`src/rtl/bcd_adj_pkg.sv`:
```
package bcd_adj_pkg;

  typedef enum logic [1:0] {
    OP_IDLE = 2'd0,
    OP_LOAD = 2'd1,
    OP_ADD  = 2'd2,
    OP_FIX  = 2'd3
  } op_e;

  // Adjust contribution of one digit: six when that digit carried out
  // or when the value up to and including it passed the all-nines mark.
  function automatic logic [3:0] digit_fix(input logic carried, input logic past_nines);
    return (carried || past_nines) ? 4'd6 : 4'd0;
  endfunction

  // One nibble of a ripple adder: returns {carry_out, sum_nibble}.
  function automatic logic [4:0] nib_add(input logic [3:0] x, input logic [3:0] y,
                                         input logic cin);
    return {1'b0, x} + {1'b0, y} + {4'd0, cin};
  endfunction

endpackage

```
`src/rtl/bcd_nib_adder.sv`:
```
module bcd_nib_adder #(
  parameter int DIGITS = 2,
  localparam int W = 4 * DIGITS
) (
  input  logic [W-1:0]      x,
  input  logic [W-1:0]      y,
  output logic [W-1:0]      sum,
  output logic [DIGITS-1:0] dcarry
);
  import bcd_adj_pkg::*;

  logic [DIGITS:0] chain;
  assign chain[0] = 1'b0;

  for (genvar k = 0; k < DIGITS; k++) begin : g_nib
    logic [4:0] part;
    assign part             = nib_add(x[4*k+3:4*k], y[4*k+3:4*k], chain[k]);
    assign sum[4*k+3:4*k]   = part[3:0];
    assign chain[k+1]       = part[4];
    assign dcarry[k]        = part[4];
  end

endmodule

```
`src/rtl/bcd_corr_gen.sv`:
```
module bcd_corr_gen #(
  parameter int DIGITS = 2,
  localparam int W = 4 * DIGITS
) (
  input  logic [W-1:0]      acc,
  input  logic [DIGITS-1:0] dcar,
  output logic [W-1:0]      adj
);
  import bcd_adj_pkg::*;

  for (genvar k = 0; k < DIGITS; k++) begin : g_dig
    localparam int PW = 4 * (k + 1);
    localparam logic [PW-1:0] NINES = {(k + 1){4'h9}};
    logic over_nines;
    assign over_nines          = acc[PW-1:0] > NINES;
    assign adj[4*k+3:4*k]      = digit_fix(dcar[k], over_nines);

    // Every adjust digit is either zero or six.
    always_comb begin
      p_fix_digit_r4: assert (adj[4*k+3:4*k] == 4'd0 || adj[4*k+3:4*k] == 4'd6);
    end
  end

  // A set top carry always forces six into the top adjust digit.
  always_comb begin
    if (dcar[DIGITS-1]) p_top_fix_r5: assert (adj[W-1:W-4] == 4'd6);
  end

endmodule

```
`src/rtl/bcd_state_reg.sv`:
```
module bcd_state_reg #(
  parameter int DIGITS = 2,
  localparam int W = 4 * DIGITS
) (
  input  logic                   clk,
  input  logic                   rst,
  input  bcd_adj_pkg::op_e       op,
  input  logic [W-1:0]           operand,
  input  logic [W-1:0]           add_sum,
  input  logic [DIGITS-1:0]      add_car,
  output logic [W-1:0]           acc,
  output logic [DIGITS-1:0]      dcar
);
  import bcd_adj_pkg::*;

  // Carry set used by the correction add: the top carry is sticky.
  logic [DIGITS-1:0] fix_car;
  logic              top_carry_out;
  assign top_carry_out = add_car[DIGITS-1];

  always_comb begin
    fix_car             = add_car;
    fix_car[DIGITS-1]   = top_carry_out | dcar[DIGITS-1];
  end

  always_ff @(posedge clk) begin
    if (rst) begin
      acc  <= '0;
      dcar <= '0;
    end else begin
      unique case (op)
        OP_LOAD: acc <= operand;
        OP_ADD: begin
          acc  <= add_sum;
          dcar <= add_car;
        end
        OP_FIX: begin
          acc  <= add_sum;
          dcar <= fix_car;
        end
        default: ;
      endcase
    end
  end

  p_reset_clear_r1: assert property (@(posedge clk) disable iff (rst)
    $past(rst) |-> (acc == '0 && dcar == '0));

  p_load_keeps_flags_r2: assert property (@(posedge clk) disable iff (rst)
    op == OP_LOAD |=> (acc == $past(operand) && dcar == $past(dcar)));

  p_bin_add_r3: assert property (@(posedge clk) disable iff (rst)
    op == OP_ADD |=> ({dcar[DIGITS-1], acc} == ({1'b0, $past(acc)} + {1'b0, $past(operand)})));

  p_sticky_carry_r7: assert property (@(posedge clk) disable iff (rst)
    (op == OP_FIX && dcar[DIGITS-1]) |=> dcar[DIGITS-1]);

  p_idle_hold_r8: assert property (@(posedge clk) disable iff (rst)
    op == OP_IDLE |=> ($stable(acc) && $stable(dcar)));

endmodule

```
`src/rtl/bcd_add_corrector.sv`:
```
module bcd_add_corrector #(
  parameter int DIGITS = 2,
  localparam int W = 4 * DIGITS
) (
  input  logic         clk,
  input  logic         rst,
  input  logic [1:0]   op,
  input  logic [W-1:0] operand,
  output logic [W-1:0] acc,
  output logic         cy,
  output logic         ac,
  output logic [W-1:0] adj
);
  import bcd_adj_pkg::*;

  op_e               op_q;
  logic [W-1:0]      addend;
  logic [W-1:0]      add_sum;
  logic [DIGITS-1:0] add_car;
  logic [DIGITS-1:0] dcar;

  assign op_q   = op_e'(op);
  // The correction add takes the live adjust value; the operand is unused then.
  assign addend = (op_q == OP_FIX) ? adj : operand;

  bcd_nib_adder #(.DIGITS(DIGITS)) u_adder (
    .x      (acc),
    .y      (addend),
    .sum    (add_sum),
    .dcarry (add_car)
  );

  bcd_corr_gen #(.DIGITS(DIGITS)) u_corr (
    .acc  (acc),
    .dcar (dcar),
    .adj  (adj)
  );

  bcd_state_reg #(.DIGITS(DIGITS)) u_state (
    .clk     (clk),
    .rst     (rst),
    .op      (op_q),
    .operand (operand),
    .add_sum (add_sum),
    .add_car (add_car),
    .acc     (acc),
    .dcar    (dcar)
  );

  assign cy = dcar[DIGITS-1];
  assign ac = dcar[0];

  // The correction add never lowers the accumulator-plus-carry below
  // its previous value by more than the wrap, and ignores the operand.
  p_fix_ignores_operand_r7: assert property (@(posedge clk) disable iff (rst)
    op_q == OP_FIX |=> acc == ($past(acc) + $past(adj)));

endmodule

```
`config.mk`:
```
export PLATFORM = sky130hd
export DESIGN_NAME = bcd_add_corrector
export DESIGN_NICKNAME = d
export VERILOG_FILES = /design/src/rtl/bcd_adj_pkg.sv /design/src/rtl/bcd_nib_adder.sv /design/src/rtl/bcd_corr_gen.sv /design/src/rtl/bcd_state_reg.sv /design/src/rtl/bcd_add_corrector.sv
export SDC_FILE = /design/constraint.sdc
export NUM_CORES = 1
export LEC_CHECK = 0
export ABC_CLOCK_PERIOD_IN_PS = 4000
export BUFFER_PORTS_ARGS = -buffer_cell sky130_fd_sc_hd__buf_2
export CORE_MARGIN = 10
export CORE_UTILIZATION = 40
export CTS_CLUSTER_SIZE = 14
export DETAILED_ROUTE_END_ITERATION = 6
export PLACE_DENSITY = 0.66
export SLEW_MARGIN = 20
export SYNTH_ARGS = -nofsm -noshare
export SYNTH_HDL_FRONTEND = slang
export SYNTH_SLANG_ARGS = --single-unit
```
`constraint.sdc`:
```
create_clock -name clk -period 4 [get_ports clk]
set_input_delay 0.8 -clock clk [delete_from_list [all_inputs] [get_ports clk]]
set_output_delay 0.8 -clock clk [all_outputs]
set_load 0.1 [all_outputs]
```
# == Yosys cells after proc, flatten, opt, wreduce, memory -nomap -nowiden ==
# Index checks and enable logic that the tools add are counted.
# totals
register_bits,10
out_inout_bits,18
word_cells,21
# classes
n_addsub,3
n_lt_le_gt_ge,2
eq_ne,3
muxes,5
bitwise,1
n_reduce_logical,5
# ops
cell,count
one-hot mux 8 bit (2 select lines),1
adder 4 x 4 -> 5 bit,2
"> comparator 8 bit, second input constant",1
two-way mux 8 bit,1
two-way mux 3 bit,2
adder 5 x 1 -> 5 bit,1
"equality test 2 bit, second input constant",2
"> comparator 4 bit, second input constant",1
one-hot mux 2 bit (2 select lines),1
nonzero test 2 bit,2
"equality test 2 x 1 -> 1 bit, second input constant",1
logical OR 1 bit,2
OR reduction 2 bit,1
bitwise OR 1 bit,1

# == Logic depth before layout (Yosys ltp) ==
# depth
depth_word,8
mapped_depth,14
mapped_depth_nobuf,12

# == By module ==
# Synthesis repeated with hierarchy kept, for this count alone.
# hier_totals
cells_unflattened,92
hier_area_um2,872.1
# modules_own_cells
module,n_inst,cells_per_inst,area_per_inst_um2,seq_area_each_um2
bcd_state_reg,1,43,432.9,200.2
bcd_nib_adder,1,27,262.8,0.0
bcd_add_corrector,1,9,96.3,0.0
bcd_corr_gen,1,13,80.1,0.0

# == Worst setup path after synthesis ==
# OpenSTA, ideal clock, no wires.
# synth_path
path_kind,in2reg
start,in op[0]
end,reg u_state.dcar[1]
arrival_ns,3.198
required_ns,3.864
slack_ns,0.667
cell_stages,14
n_path_buf,2
cell_sequence,buf_6 buf_6 nand2_2 nor3_1 nor2_1 fa_1 a21o_1 a21oi_1 fa_1 inv_1 fa_1 a21oi_1 or2_0 a31oi_1
# synth_between
elab_chain_len,6
word_cells_on_any_way,9
classes_between,3 x add/sub; 2 x eq/ne; 2 x mux; 1 x bitwise; 1 x reduce/logical
# synth_rtl
item,line,rtl
start: declaration,bcd_add_corrector.sv:7,"input logic [1:0] op,"
equality test 2 bit,"bcd_state_reg.sv:31, bcd_add_corrector.sv:24",
two-way mux 8 bit,bcd_add_corrector.sv:24,assign addend = (op_q == OP_FIX) ? adj : operand;
adder 4 x 4 -> 5 bit,bcd_adj_pkg.sv:19,"return {1'b0, x} + {1'b0, y} + {4'd0, cin};"
adder 5 x 1 -> 5 bit,bcd_adj_pkg.sv:19,
bitwise OR 1 bit,bcd_state_reg.sv:23,fix_car[DIGITS-1] = top_carry_out | dcar[DIGITS-1];
one-hot mux 2 bit (2 select lines),bcd_state_reg.sv:31,unique case (op)
end signal: assignment,bcd_state_reg.sv:35,dcar <= add_car;
end signal: assignment,bcd_state_reg.sv:39,dcar <= fix_car;
end: declaration,bcd_state_reg.sv:12,output logic [DIGITS-1:0] dcar
# Several ways; a longest one is shown, not always the timed one. The select of a mux whose other input is x is not followed.
# A chain may end at the register's enable or synchronous reset.

# == Worst setup path in the final report ==
# layout_path
start,in op[1]
end,reg u_state.acc[6]
# layout_between
elab_chain_len,5
word_cells_on_any_way,10
classes_between,3 x add/sub; 3 x eq/ne; 2 x mux; 2 x reduce/logical
# layout_rtl
item,line,rtl
equality test 2 bit,"bcd_state_reg.sv:31, bcd_add_corrector.sv:24",
two-way mux 8 bit,bcd_add_corrector.sv:24,
adder 4 x 4 -> 5 bit,bcd_adj_pkg.sv:19,
adder 5 x 1 -> 5 bit,bcd_adj_pkg.sv:19,
one-hot mux 8 bit (2 select lines),bcd_state_reg.sv:31,
end signal: assignment,bcd_state_reg.sv:32,OP_LOAD: acc <= operand;
end signal: assignment,bcd_state_reg.sv:34,acc <= add_sum;
end signal: assignment,bcd_state_reg.sv:38,acc <= add_sum;
end: declaration,bcd_state_reg.sv:11,"output logic [W-1:0] acc,"
# Several ways; a longest one is shown, not always the timed one.

==> metrics.md <==
| Metric | Value |
|---|---|
| CP Buf/Inv Count | 2 |
| Pwr/cell area | 459 nW/um^2 |
| Max Fclk | 0.311 GHz |
| Die area | between 4000 and 5000 um^2 |
| Postcts setup bufs | 0 |
| GPL Wtd Cong | around 0.85 |
| Total clock sinks | 10 |
| Register area share after synthesis | 0.225 |
| Inst Count DP | about 150 |
| Pin count of the biggest net entering global routing | 17 |
| Avg Cell Area, Syn | 8.48 um^2 |
| Post-DP HPWL | 1800 um |
| Final setup fails | 0 |
| Worst-path fanout max | 7 |
| Die extent in x | 67.2 um |
| Max-slew violations | 0 |
| First-pass DRT Iterations | 4 |
| Crit-path slowest cell | fa_1 |
| Hold endpoint | u_state.dcar[1] |
| Remaining DRCs | 0 |
| R2R depth | 12 |
| CTS root buffer | clkbuf_4 |
| Cell Count, Final, Fillers Out | 154 |
| Setup CP Type | input port to flop |
| Detail Route Antenna Nets | 0 |
| Clock Latency Late Sink | 0.26 ns |
| Number of global-route vias before repair | 847 |
| Top cell by count, worst path | fa_1 |
| Max cap viols | 0 |
| Drt first-iter violations | 13 |
| Post-route cell area | 1010 um^2 |
| Dpl cell area | roughly 1000 um^2 |
| Min-delay worst type | flop to flop |
| Clk_skew | 0.00139 ns |
| Antenna Cells | 0 |
| Layout area overhead | 13.2% |
| Netlist cell types | 33 |
| Unrepaired setup endpoints after global routing | no |
| Worst EP required | 4.18 ns |
| Rows | 17 |
| Origin of the worst min-delay path | u_state.dcar[1] |
| Cells on Worst Hold Path | 2 |
| GRT Total Usage | 0.107 |
| CTS tree | done |
| Initial antenna violation count | 0 |
| Gr ovfl total | 0 |
| Worst R2R End | u_state.acc[6] |
| Initial Util | 0.411 |
| Yosys reg bits | 10 |
| I/O Buffers | 25 |
| Post-route setup TNS | 0 ns |
| Final Hold Vio Count | 0 |
| Mapped Area | slightly below 900 um^2 |
| Final Critical Period | 3.21 ns |
| Core area | 2170 um^2 |
| Vias | around 820 |
| Status | finished, final reports clean |
| Boundary Pins | 30 |
| Die H | approximately 67 um |
| Post-cts sizing count | 0 |
| Register-to-register path setup slack | 1.00 ns |
| H-tree depth | 1 |
| Final core utilization | 0.465 |
| Number of buffers created by CTS | 3 |
| Leakage | 0.521 nW |
| Tcrit/Tclk final | 0.803 |
| Mapped Cells | 105 |
| Layout Nets | 150 |
| Reg2reg start | u_state.acc[1] |
| Total power | 463 uW |
| Max rail drop VDD | around 0.00022 V |
| Worst setup EP type | flop |
| Post-synth EDFFs | 0 |
| Crit-path leading delay family | adder cells |
| CP cell instances | buf_2 -> nand2_2 -> nor3_1 -> nor2_1 -> fa_1 -> a21o_1 -> a21oi_1 -> fa_1 -> inv_1 -> fa_1 -> xor2_1 -> nor2_1 -> a211oi_1 |
| Global-route wire length before repair | around 3800 um |
| Clock buffer depth | 2 |
| Post-Route WL | 2250 um |
| Hold buffer count at cts | 0 |
| Worst path arrival time | approximately 3.4 ns |
| Clock slew at reported path FFs | 0.07 ns |
| CP max stage delay | 0.44 ns |
| Asr flop ratio synth | 0 |
| Layout cells sized above 1 | 0.302 |
| Top flip-flop cell by instance count after synthesis | dfxtp_1 |
| Yosys warns | 0 |
| CP Launch Type | input port |
| DR WL/cell | roughly 15 um |
| Via density per instance | between 5 and 6 |
-- kinds of logic after synthesis --
logic type | count (synthesis) | synth area share
buffers and inverters | 15 | 0.115
muxes | 7 | 0.0829
DFF | 10 | 0.225
xor gates and xnor gates | 2 | 0.0197
AOI/OAI and AO/OA | 27 | 0.206
other | 1 | 0.00421
and+or+nand+nor | 33 | 0.181
adders and majority gates | 10 | 0.166
-- routing by layer --
layer / routed length (um) / track usage / vias up
met5: 0 / 0 / -
met4: 6 / 0.0436 / 0
met3: 219 / 0.0397 / 2
met2: 1050 / 0.174 / 23
li1: - / - / 403
met1: 981 / 0.123 / 389
-- worst max path at each step --
stage | cells after the start | slack [ns] | start | endpoint
after CTS | 13 | 0.79 | op[1] | u_state.acc[6]
after detailed placement | 13 | 0.55 | op[1] | u_state.acc[6]
after global routing | 13 | 0.53 | op[1] | u_state.acc[6]
after floorplan | 14 | 0.67 | op[0] | u_state.dcar[1]
after global placement | 13 | 0.64 | op[0] | u_state.acc[6]
final | 13 | 0.79 | op[1] | u_state.acc[6]
-- worst register-to-register path: stages (launching register included) --
cell      delay [ns]
dfxtp_1         0.38
o21a_1          0.21
nor3_1          0.19
nor2_1          0.12
fa_1            0.44
a21o_1          0.20
a21oi_1         0.23
fa_1            0.24
inv_1           0.06
fa_1            0.39
xor2_1          0.17
nor2_1          0.05
a211oi_1        0.21
-- placed cells by master (no fill, tap or decap), drive strengths merged --
cell type	count
dfxtp	10
and3	1
fa	3
a31oi	1
nand2	15
o211a	1
nor3	1
o21ai	1
nand3	2
conb	4
buf	27
and2	3
nor2	6
mux2	3
a21oi	13
and4b	2
o21a	1
inv	3
xor2	2
a211oi	4
or2	2
clkbuf	3
mux2i	4
ha	7
nand3b	1
o211ai	1
a2111oi	2
a21o	3
-- synthesized netlist by cell type, types with 3 or more instances --
library cell / count / area (um^2)
mux2_2: 3 / 33.8
a211oi_1: 4 / 30.0
dfxtp_1: 10 / 200
nand2_1: 14 / 52.6
ha_1: 7 / 87.6
and2_1: 3 / 18.8
a21o_1: 3 / 22.5
fa_1: 3 / 60.1
nor2_1: 6 / 22.5
buf_4: 8 / 60.1
mux2i_1: 4 / 40.0
a21oi_1: 13 / 65.1
-- sequential cells by signal (all words and copies together) (netlist names) --
register      flops
u_state.acc       8
u_state.dcar      2
-- power by group --
group	internal [mW]	switching (mW)	leakage [nW]
Clock	0.0348	0.0362	0.0138
Combinational	0.0599	0.207	0.424
Sequential	0.111	0.0141	0.0829
-- cell type report --
class                   instances  area [um^2]
clock buffers                   3         22.5
inverters                       3         11.3
repair buffers                 27          140
well taps                      28         35.0
flip-flops and latches         10          200
fillers                       212         1160
multi-input cells              83          599
-- per-stage QoR --
stage	hold WS [ns]	worst slack, ns
2_1_floorplan	0.947	0.667
3_3_place_gp	0.528	0.636
3_5_place_dp	0.531	0.549
4_1_cts	0.539	0.788
5_1_grt	0.560	0.534
6_report	0.533	0.789
Note: power is estimated with default switching activity, not from simulation.
